File: src/rtl/flash_fe_pkg.sv
package flash_fe_pkg;
  localparam logic [7:0] OP_STAT_WR  = 8'h01;
  localparam logic [7:0] OP_PROG     = 8'h02;
  localparam logic [7:0] OP_SLOW_RD  = 8'h03;
  localparam logic [7:0] OP_WE_OFF   = 8'h04;
  localparam logic [7:0] OP_STAT_RD  = 8'h05;
  localparam logic [7:0] OP_WE_ON    = 8'h06;
  localparam logic [7:0] OP_ERASE4K  = 8'h20;
  localparam logic [7:0] OP_PROG4    = 8'h32;
  localparam logic [7:0] OP_PROG_OTP = 8'h42;
  localparam logic [7:0] OP_FLAG_CLR = 8'h50;
  localparam logic [7:0] OP_FLAG_RD  = 8'h70;
  localparam logic [7:0] OP_ID_A     = 8'h9E;
  localparam logic [7:0] OP_ID_B     = 8'h9F;
  localparam logic [7:0] OP_ERASE_ALL = 8'hC7;
  localparam logic [7:0] OP_ERASE64K = 8'hD8;

  localparam logic [7:0] STATUS_INIT = 8'h1C;
  localparam logic [7:0] FLAG_INIT   = 8'hA5;
  localparam logic [7:0] FLAG_KEEP   = 8'h9F;
  localparam int unsigned ID_BYTES   = 20;

  typedef enum logic [2:0] {
    DS_IDLE, DS_STAT_OUT, DS_FLAG_OUT, DS_ID_OUT,
    DS_STAT_IN, DS_WRITE_OP, DS_FLAG_CLR, DS_INVALID
  } dec_state_t;

  function automatic logic [7:0] id_byte(input int unsigned idx);
    logic [7:0] b;
    case (idx)
      0: b = 8'h20;
      1: b = 8'hBA;
      2: b = 8'h18;
      3: b = 8'h10;
      default: b = (idx < ID_BYTES) ? 8'(32'hFE - (idx - 4)) : 8'h00;
    endcase
    return b;
  endfunction
endpackage

File: src/rtl/spi_bit_engine.sv
module spi_bit_engine #(
  parameter int IDX_W = 5
) (
  input  logic             clk,
  input  logic             rst,
  input  logic             cs_n,
  input  logic             sclk,
  input  logic             mosi,
  input  logic             load_en,
  input  logic [7:0]       load_data,
  output logic             miso,
  output logic             cs_rise,
  output logic             byte_valid,
  output logic [7:0]       byte_data,
  output logic [IDX_W-1:0] byte_idx
);
  localparam logic [IDX_W-1:0] IDX_MAX = {IDX_W{1'b1}};

  logic             sclk_q, cs_q;
  logic [2:0]       bit_pos;
  logic [6:0]       in_sh;
  logic [7:0]       out_sh;
  logic [IDX_W-1:0] idx_q;
  logic             rise, fall;

  assign rise    = !cs_n && sclk && !sclk_q;
  assign fall    = !cs_n && !sclk && sclk_q;
  assign cs_rise = cs_n && !cs_q;

  always_ff @(posedge clk) begin
    if (rst) begin
      sclk_q     <= 1'b0;
      cs_q       <= 1'b1;
      bit_pos    <= '0;
      in_sh      <= '0;
      out_sh     <= '0;
      idx_q      <= '0;
      miso       <= 1'b0;
      byte_valid <= 1'b0;
      byte_data  <= '0;
      byte_idx   <= '0;
    end else begin
      sclk_q     <= sclk;
      cs_q       <= cs_n;
      byte_valid <= 1'b0;
      if (cs_n) begin
        bit_pos <= '0;
        in_sh   <= '0;
        out_sh  <= '0;
        idx_q   <= '0;
        miso    <= 1'b0;
      end else begin
        if (rise) begin
          in_sh   <= {in_sh[5:0], mosi};
          bit_pos <= bit_pos + 3'd1;
          if (bit_pos == 3'd7) begin
            byte_valid <= 1'b1;
            byte_data  <= {in_sh, mosi};
            byte_idx   <= idx_q;
            if (idx_q != IDX_MAX) idx_q <= idx_q + 1'b1;
          end
        end
        if (fall && bit_pos != 3'd0) out_sh <= {out_sh[6:0], 1'b0};
        if (load_en) out_sh <= load_data;
        miso <= out_sh[7];
      end
    end
  end
endmodule

File: src/rtl/flash_opcode_fsm.sv
module flash_opcode_fsm
  import flash_fe_pkg::*;
#(
  parameter int IDX_W = 5
) (
  input  logic             clk,
  input  logic             rst,
  input  logic             cs_n,
  input  logic             cs_rise,
  input  logic             byte_valid,
  input  logic [7:0]       byte_data,
  input  logic [IDX_W-1:0] byte_idx,
  input  logic [7:0]       status,
  input  logic [7:0]       flag,
  output logic [7:0]       load_data,
  output logic             wel_set,
  output logic             wel_clr,
  output logic             clr_flag,
  output logic             commit_stb,
  output logic [7:0]       commit_op,
  output logic [4:0]       stat_field
);
  dec_state_t state;
  logic [7:0] op_q;
  logic       have_data;
  logic       write_ok;

  assign write_ok = (status[1:0] == 2'b10);

  always_comb begin
    load_data = 8'h00;
    if (byte_idx == '0) begin
      case (byte_data)
        OP_STAT_RD:      load_data = status;
        OP_FLAG_RD:      load_data = flag;
        OP_ID_A, OP_ID_B: load_data = id_byte(0);
        default:         load_data = 8'h00;
      endcase
    end else begin
      case (state)
        DS_STAT_OUT: load_data = status;
        DS_FLAG_OUT: load_data = flag;
        DS_ID_OUT:   load_data = id_byte(32'(byte_idx));
        default:     load_data = 8'h00;
      endcase
    end
  end

  always_ff @(posedge clk) begin
    if (rst) begin
      state      <= DS_IDLE;
      op_q       <= '0;
      have_data  <= 1'b0;
      wel_set    <= 1'b0;
      wel_clr    <= 1'b0;
      clr_flag   <= 1'b0;
      commit_stb <= 1'b0;
      commit_op  <= '0;
      stat_field <= '0;
    end else begin
      wel_set    <= 1'b0;
      wel_clr    <= 1'b0;
      clr_flag   <= 1'b0;
      commit_stb <= 1'b0;
      if (cs_rise) begin
        case (state)
          DS_WRITE_OP: begin commit_stb <= 1'b1; commit_op <= op_q; end
          DS_STAT_IN:  if (have_data) begin commit_stb <= 1'b1; commit_op <= op_q; end
          DS_FLAG_CLR: clr_flag <= 1'b1;
          default: ;
        endcase
      end
      if (cs_n) begin
        state     <= DS_IDLE;
        have_data <= 1'b0;
      end else if (byte_valid) begin
        if (byte_idx == '0) begin
          op_q <= byte_data;
          case (byte_data)
            OP_WE_ON:    wel_set <= 1'b1;
            OP_WE_OFF:   wel_clr <= 1'b1;
            OP_STAT_RD:  state <= DS_STAT_OUT;
            OP_FLAG_RD:  state <= DS_FLAG_OUT;
            OP_ID_A, OP_ID_B: state <= DS_ID_OUT;
            OP_FLAG_CLR: state <= DS_FLAG_CLR;
            OP_STAT_WR:  state <= write_ok ? DS_STAT_IN : DS_INVALID;
            OP_PROG, OP_ERASE4K, OP_PROG4, OP_PROG_OTP, OP_ERASE_ALL, OP_ERASE64K:
                         state <= write_ok ? DS_WRITE_OP : DS_INVALID;
            default:     state <= DS_INVALID;
          endcase
        end else if (state == DS_STAT_IN && !have_data) begin
          stat_field <= byte_data[6:2];
          have_data  <= 1'b1;
        end
      end
    end
  end
endmodule

File: src/rtl/flash_status_unit.sv
module flash_status_unit
  import flash_fe_pkg::*;
#(
  parameter int BUSY_W = 16,
  parameter int T_WRSR = 600,
  parameter int T_PROG = 800,
  parameter int T_SUB  = 900,
  parameter int T_SECT = 1000,
  parameter int T_BULK = 1200
) (
  input  logic       clk,
  input  logic       rst,
  input  logic       wel_set,
  input  logic       wel_clr,
  input  logic       clr_flag,
  input  logic       commit_stb,
  input  logic [7:0] commit_op,
  input  logic [4:0] stat_field,
  output logic [7:0] status,
  output logic [7:0] flag
);
  logic [BUSY_W-1:0] busy_cnt;
  logic [BUSY_W-1:0] busy_load;

  always_comb begin
    case (commit_op)
      OP_STAT_WR:   busy_load = BUSY_W'(T_WRSR);
      OP_ERASE4K:   busy_load = BUSY_W'(T_SUB);
      OP_ERASE64K:  busy_load = BUSY_W'(T_SECT);
      OP_ERASE_ALL: busy_load = BUSY_W'(T_BULK);
      default:      busy_load = BUSY_W'(T_PROG);
    endcase
  end

  always_ff @(posedge clk) begin
    if (rst) begin
      status   <= STATUS_INIT;
      flag     <= FLAG_INIT;
      busy_cnt <= '0;
    end else begin
      if (wel_set) status[1] <= 1'b1;
      if (wel_clr) status[1] <= 1'b0;
      if (clr_flag) flag <= flag & FLAG_KEEP;
      if (busy_cnt != '0) begin
        busy_cnt <= busy_cnt - 1'b1;
        if (busy_cnt == BUSY_W'(1)) status[1:0] <= 2'b00;
      end
      if (commit_stb) begin
        status[0] <= 1'b1;
        status[1] <= 1'b0;
        busy_cnt  <= busy_load;
        if (commit_op == OP_STAT_WR) status[6:2] <= stat_field;
      end
    end
  end
endmodule

File: src/rtl/flash_cmd_frontend.sv
module flash_cmd_frontend #(
  parameter int IDX_W  = 5,
  parameter int BUSY_W = 16,
  parameter int T_WRSR = 600,
  parameter int T_PROG = 800,
  parameter int T_SUB  = 900,
  parameter int T_SECT = 1000,
  parameter int T_BULK = 1200
) (
  input  logic       clk,
  input  logic       rst,
  input  logic       cs_n,
  input  logic       sclk,
  input  logic       mosi,
  output logic       miso,
  output logic       commit_stb,
  output logic [7:0] commit_op
);
  logic             cs_rise, byte_valid;
  logic [7:0]       byte_data, load_data;
  logic [IDX_W-1:0] byte_idx;
  logic [7:0]       status_q, flag_q;
  logic             wel_set, wel_clr, clr_flag;
  logic [4:0]       stat_field;

  spi_bit_engine #(.IDX_W(IDX_W)) u_bits (
    .clk(clk), .rst(rst), .cs_n(cs_n), .sclk(sclk), .mosi(mosi),
    .load_en(byte_valid), .load_data(load_data), .miso(miso),
    .cs_rise(cs_rise), .byte_valid(byte_valid), .byte_data(byte_data),
    .byte_idx(byte_idx)
  );

  flash_opcode_fsm #(.IDX_W(IDX_W)) u_fsm (
    .clk(clk), .rst(rst), .cs_n(cs_n), .cs_rise(cs_rise),
    .byte_valid(byte_valid), .byte_data(byte_data), .byte_idx(byte_idx),
    .status(status_q), .flag(flag_q), .load_data(load_data),
    .wel_set(wel_set), .wel_clr(wel_clr), .clr_flag(clr_flag),
    .commit_stb(commit_stb), .commit_op(commit_op), .stat_field(stat_field)
  );

  flash_status_unit #(
    .BUSY_W(BUSY_W), .T_WRSR(T_WRSR), .T_PROG(T_PROG),
    .T_SUB(T_SUB), .T_SECT(T_SECT), .T_BULK(T_BULK)
  ) u_stat (
    .clk(clk), .rst(rst), .wel_set(wel_set), .wel_clr(wel_clr),
    .clr_flag(clr_flag), .commit_stb(commit_stb), .commit_op(commit_op),
    .stat_field(stat_field), .status(status_q), .flag(flag_q)
  );
endmodule

File: config.mk
export PLATFORM = sky130hd
export DESIGN_NAME = flash_cmd_frontend
export DESIGN_NICKNAME = d
export VERILOG_FILES = /design/src/rtl/flash_fe_pkg.sv /design/src/rtl/spi_bit_engine.sv /design/src/rtl/flash_opcode_fsm.sv /design/src/rtl/flash_status_unit.sv /design/src/rtl/flash_cmd_frontend.sv
export SDC_FILE = /design/constraint.sdc
export NUM_CORES = 1
export LEC_CHECK = 0
export ABC_AREA = 1
export BUFFER_PORTS_ARGS = -buffer_cell sky130_fd_sc_hd__buf_4
export CELL_PAD_IN_SITES_DETAIL_PLACEMENT = 1
export CELL_PAD_IN_SITES_GLOBAL_PLACEMENT = 2
export CORE_ASPECT_RATIO = 0.6
export CORE_UTILIZATION = 36
export CTS_CLUSTER_SIZE = 25
export DETAILED_ROUTE_END_ITERATION = 16
export GPL_ROUTABILITY_DRIVEN = 0
export PLACE_DENSITY_LB_ADDON = 0.1
export SLEW_MARGIN = 20
export SYNTH_ARGS = -nofsm -noshare
export SYNTH_HDL_FRONTEND = slang
export SYNTH_SLANG_ARGS = --single-unit
File: constraint.sdc
create_clock -name clk -period 1.9 [get_ports clk]
set_clock_uncertainty 0.2 [all_clocks]
set_input_delay 0.57 -clock clk [delete_from_list [all_inputs] [get_ports clk]]
set_output_delay 0.57 -clock clk [all_outputs]
set_load 0.02 [all_outputs]
* Yosys cells after proc, flatten, opt, wreduce, memory -nomap -nowiden *
Index checks and enable logic that the tools add are counted.

cells by class
  add/subtract/negate cells = 5
  magnitude comparators = 1
  equality and inequality tests = 32
  muxes and demuxes = 26
  bitwise logic cells = 6
  reductions and logical operators = 36

operators with widths
  kind                                                                   number
  8-bit one-hot mux with 3 select lines                                  3
  8-bit == test (second input constant)                                  6
  11-bit one-hot mux with 4 select lines                                 1
  8-bit 2-to-1 mux                                                       5
  16-bit 2-to-1 mux                                                      2
  8-bit by 3-bit == test with 1-bit output (second input constant)       3
  8-bit by 6-bit == test with 1-bit output (second input constant)       3
  8-bit by 7-bit == test with 1-bit output (second input constant)       3
  3-bit one-hot mux with 7 select lines                                  1
  3-bit AND reduction                                                    6
  16-bit by 1-bit == test with 1-bit output (second input constant)      1
  8-bit by 1-bit == test with 1-bit output (second input constant)       2
  8-bit one-hot mux with 2 select lines                                  1
  16-bit nonzero test                                                    1
  16-bit by 1-bit subtractor with 16-bit output (second input constant)  1
  3-bit == test (second input constant)                                  4
  5-bit by 2-bit == test with 1-bit output (second input constant)       2
  2-bit OR reduction                                                     5
  8-bit by 2-bit == test with 1-bit output (second input constant)       1
  1-bit 2-to-1 mux                                                       8
  2-bit 2-to-1 mux                                                       4
  2-bit nonzero test                                                     4
  8-bit subtractor (first input constant)                                1
  1-bit logical AND                                                      7
  20 further kinds                                                       31

storage, ports and cells
  bits in registers = 93
  bits of input ports = 5
  word-level logic and storage cells = 130

* Logic depth before layout (Yosys ltp) *
  depth in word-level cells = 7
  depth in mapped cells = 13
  mapped depth without buffers = 13

* Modules after synthesis *
A second synthesis with hierarchy kept.

second synthesis, totals
  cells, all modules = 781
  area, all modules = 5256.3 um^2

modules (own cells, without submodules)
  module             times used  cells an instance  area each (um^2)  seq. area each (um^2)
  flash_opcode_fsm   1           326                1999.4            580.6
  spi_bit_engine     1           214                1696.6            800.8
  flash_status_unit  1           241                1560.2            480.5

* Worst setup path before layout *
No wires, ideal clock.

  kind = flip-flop to flip-flop
  from = register u_bits.byte_idx[2]
  to = register u_fsm.stat_field[0]
  setup time = 0.070 ns
  data arrival time = 1.494 ns
  required time = 1.630 ns
  slack = 0.136 ns
  cell stages (with the launch flop) = 12
  period minus slack after synthesis = 1.764 ns
  cell sequence = dfxtp_1 -> inv_1 -> ha_1 -> inv_1 -> nor2_8 -> nand2_4 -> inv_2 -> nor2_2 -> nand4_1 -> inv_2 -> o21ai_0 -> a21oi_1

on the way
  longest elaborated chain between the ends = 3

RTL lines
  what                                  RTL line                RTL
  start: declaration                    spi_bit_engine.sv:15    output logic [IDX_W-1:0] byte_idx
  start signal: assignment              spi_bit_engine.sv:59    byte_idx <= idx_q;
  5-bit logical NOT                     flash_opcode_fsm.sv:77  if (byte_idx == '0) begin
  1-bit NOT (no source line)            --
  4-bit AND reduction (no source line)  --
  end signal: assignment                flash_opcode_fsm.sv:92  stat_field <= byte_data[6:2];
  end: declaration                      flash_opcode_fsm.sv:21  output logic [4:0] stat_field

No other way between the ends.
A chain may end at the register's enable or synchronous reset.

* Worst setup path after layout *
  from = register u_stat.busy_cnt[10]
  to = register u_stat.busy_cnt[3]

on the way
  longest elaborated chain between the ends = 2

RTL lines
  what                                 RTL line                 RTL
  start: declaration                   flash_status_unit.sv:22  logic [BUSY_W-1:0] busy_cnt;
  start signal: assignment             flash_status_unit.sv:45  busy_cnt <= busy_cnt - 1'b1;
  start signal: assignment             flash_status_unit.sv:51  busy_cnt <= busy_load;
  16-bit nonzero test                  flash_status_unit.sv:44  if (busy_cnt != '0) begin
  2-bit nonzero test (no source line)  --

No other way between the ends.

==> impl_metrics.toml <==
[setup_path]
critPathSlowestCell = "dfxtp_1"
rr_startpoint = "u_stat.busy_cnt[10]$_SDFFE_PP0P_"
start_kind = "flop"
timing.rr.end = "u_stat.busy_cnt[3]$_SDFFE_PP0P_"
cp_cell_sequence = "nor2_1 -> nand2_1 -> nor3_4 -> nand2_8 -> nor2_4 -> inv_2 -> nand2_4 -> a31oi_1"
path_depth = 8
path_buf_inv = 1
crit_arrival_ns = 1.87
reg2reg_depth = 8
worstSetupPathType = "flop to flop"
r2r_setup_slack_ns = 0.05
cp_top_family = "simple AND/OR/NAND/NOR gates"
slowest_delay_ns = 0.33
crit_fanout = 11
end_kind = "flop"
worst-endpoint-required_ns = 1.92

[logic_synthesis]
synth_cell_types = 44
synth.area.top_cells = "dfxtp_1, nand2_1, a21oi_1"
async_flop_share_pct = 0
synth-seq-cells = 93
synth_area_um2 = 4750
synth_seq_area_share_pct = 39.2
synthCells = 643
yosysTopAreaCell = "dfxtp_1"
synthFlopType = "dfxtp_1"
yosys_warnings = 0
synth_edf_count = 0
synth.net_count = 662
syn_area_per_cell_um2 = 7.38
synth_top_area_share_pct = 39.2

[place]
placed_cells = 850
dp_hpwl_um = 10900
numPortBuffers = 14

[floorplan]
fp.dieH_um = 91.0
initial_utilization_pct = 36.9
fp.dieW_um = 150
core_um2 = 12900
core.rowCount = 32
dieArea_um2 = 13700
num_io_pins = 15

[finish]
fin_cells = 871
register_area_um2 = 1870
finalNetCount = 715
fin_util_pct = 45.2
antenna-diode-count = 0
area_delta_synth_final_pct = 22.4
drive_gt1_share_pct = 23.0
multi_input_area_um2 = 2560
fillers = 1590

[power]
ir_worst_vdd_mv = 0.435
power_w = 0.00581
cellPowerDensity_nw_per_um2 = 1000
power_leakage_nw = 2.55

[cts]
cts_root_buffer = "clkbuf_16"
cts_hold_buf = 0
cts_tree = "built"
cts_buffers = 9
worstSkewPairLatency_ns = 0.35
path_clk_slew_ns = 0.07
cts_sinks = 93
clockBufferDepth = 2
ctsHtreeMaxLevel = 3

[min_path]
holdPathStages = 2
hp-start = "u_bits.out_sh[7]$_SDFFE_PP0P_"
holdPathEnd = "u_bits.miso$_SDFF_PP0_"
min_path_type = "flop to flop"

[sta]
worst_slew_margin_rel_pct = 60.8
fin_crit_sh_pct = 97.4
finalSetupViolCount = 0
rsz0062_at_grt = "true"
worst_slew_pin_slew_ns = 0.586
finalHoldViolCount = 0
slew_violations = 0
fmax_mhz = 540
layout_min_cycle_time_ns = 1.85

[global_route]
antenna_found_initial = 0
grt_pass1_wl_um = 23100
grt_usage_pct = 22.1
grt_remaining_overflow = 0
grt_pass1_vias = 4474
grt_max_degree = 39

[detailed_routing]
routedWlPerCell_um = 16.1
dr.pass1.iters = 4
wirelength_um = 14000
drc_errors = 0
viasPerCell = 5.06
vias = 4404
ant_nets = 0
drt_iter0_markers = 192

[flow_run]
drv_cap = 0

[status]
status = "complete, no violations"
==> cells in the final DEF (no fill, tap or decap), drive strengths merged <==
cell type  Yosys  layout
inv           89      89
nor3          19      19
o21bai         1       1
clkinvlp       0       1
nor2          72      72
buf           10      59
nand2        116     116
clkbuf         7      10
o22ai          1       1
clkinv         1       3
nor3b          2       2
nand3         28      28
o21a           1       1
ha            14      14
dfxtp         93      93
a211oi         5       5
and2           1       1
nand4         12      12
bufinv         0       3
or2            2       2
o21ai         80      80
o221ai         2       2
a21oi         70      70
o211ai         2       2
nor4           4       4
a221oi         1       1
xor2           5       5
a21boi         1       1
a31oi          4       4
==> per-layer routing <==
| metal | share of wire (%) | wire [um] | GRT usage, % |
|---|---|---|---|
| met1 | 55 | 7650 | 33.4 |
| met3 | 3.9 | 548 | 4.77 |
| met5 | 0 | 0 | 0 |
| met4 | 0.93 | 131 | 4.80 |
| met2 | 41 | 5680 | 31.4 |
==> worst max path at each step <==
stage / startpoint / endpoint / slack (ns)
2_1_floorplan: u_bits.byte_idx[2]$_SDFFE_PP0P_ / u_fsm.stat_field[0]$_SDFFE_PP0P_ / 0.14
3_3_place_gp: u_stat.busy_cnt[0]$_SDFFE_PP0P_ / u_stat.busy_cnt[3]$_SDFFE_PP0P_ / -0.04
5_1_grt: u_stat.busy_cnt[10]$_SDFFE_PP0P_ / u_stat.busy_cnt[7]$_SDFFE_PP0P_ / -0.05
4_1_cts: u_stat.busy_cnt[0]$_SDFFE_PP0P_ / u_stat.busy_cnt[3]$_SDFFE_PP0P_ / 0.006
6_report: u_stat.busy_cnt[10]$_SDFFE_PP0P_ / u_stat.busy_cnt[3]$_SDFFE_PP0P_ / 0.05
3_5_place_dp: sclk / u_bits.out_sh[7]$_SDFFE_PP0P_ / -0.09
==> worst min-delay path, stage by stage, from the launching register on <==
cell and delay [ns]:
dfxtp_1 0.31, inv_1 0.05, nor2_1 0.03
==> cells by family after synthesis <==
logic type      share of synthesized area [%]
simple gates                             27.4
compound gates                           19.3
buf+inv                                  9.49
flops                                    39.2
fa+ha+maj                                3.69
xor+xnor                                0.922
==> synthesized netlist by cell type (3+ instances only) <==
library cell and instances:
a21oi_1 69, dfxtp_1 93, o21ai_2 3, nor3_2 3, nand2_2 5, a211oi_1 5, inv_1 75, nand2_4 5
a31oi_1 4, nor4_1 4, nand4_1 11, o21ai_0 66, buf_6 5, nand3_1 26, xor2_1 5, nor2_1 55
nor2_4 4, nand2_1 106, buf_2 5, ha_1 14, nor2_2 9, nor2_8 4, o21ai_1 11, clkbuf_1 7
inv_2 12, nor3_1 14
==> flip-flops by register name, summed over array words and instances (netlist names) <==
signal / flops
u_bits.bit_pos: 3
u_bits.byte_data: 8
u_bits.byte_idx: 5
u_bits.byte_valid: 1
u_bits.cs_q: 1
u_bits.idx_q: 5
u_bits.in_sh: 7
u_bits.miso: 1
u_bits.out_sh: 8
u_bits.sclk_q: 1
u_fsm.clr_flag: 1
u_fsm.commit_op: 8
u_fsm.commit_stb: 1
u_fsm.have_data: 1
u_fsm.op_q: 8
u_fsm.stat_field: 5
u_fsm.state: 3
u_fsm.wel_clr: 1
u_fsm.wel_set: 1
u_stat.busy_cnt: 16
u_stat.flag: 1
u_stat.status: 7
==> stage by stage <==
| stage | cell area, um2 | hold slack, ns | setup TNS (ns) | setup WS [ns] |
|---|---|---|---|---|
| 2_1_floorplan | 4750 | 0.199 | 0 | 0.136 |
| 3_3_place_gp | 5280 | 0.211 | -0.146 | -0.0415 |
| 3_5_place_dp | 5280 | 0.228 | -0.601 | -0.0936 |
| 4_1_cts | 5630 | 0.239 | 0 | 0.00627 |
| 5_1_grt | 5810 | 0.266 | -0.221 | -0.0506 |
| 6_report | 5810 | 0.233 | 0 | 0.0497 |
==> area by class of cell <==
class                           count  area share, %
Tap cell                          170           3.66
Clock inverter                      6           1.92
Clock buffer                       10           3.94
Timing Repair Buffer               59           8.12
Sequential cell                    93           32.2
Multi-Input combinational cell    443           44.1
Inverter                           90           6.07
==> report_power, final <==
part           switching [W]  internal [W]
registers           0.000104       0.00209
logic               0.000961      0.000575
clock network       0.000793       0.00129
total                0.00186       0.00395
==> timing repair <==
action                     CTS  global route
buffers inserted             0             6
pin swaps                    1             9
setup endpoints to repair   15            31
gates cloned                 0             0
gates resized for setup      5            41
Power figures use the tool's default switching activity.
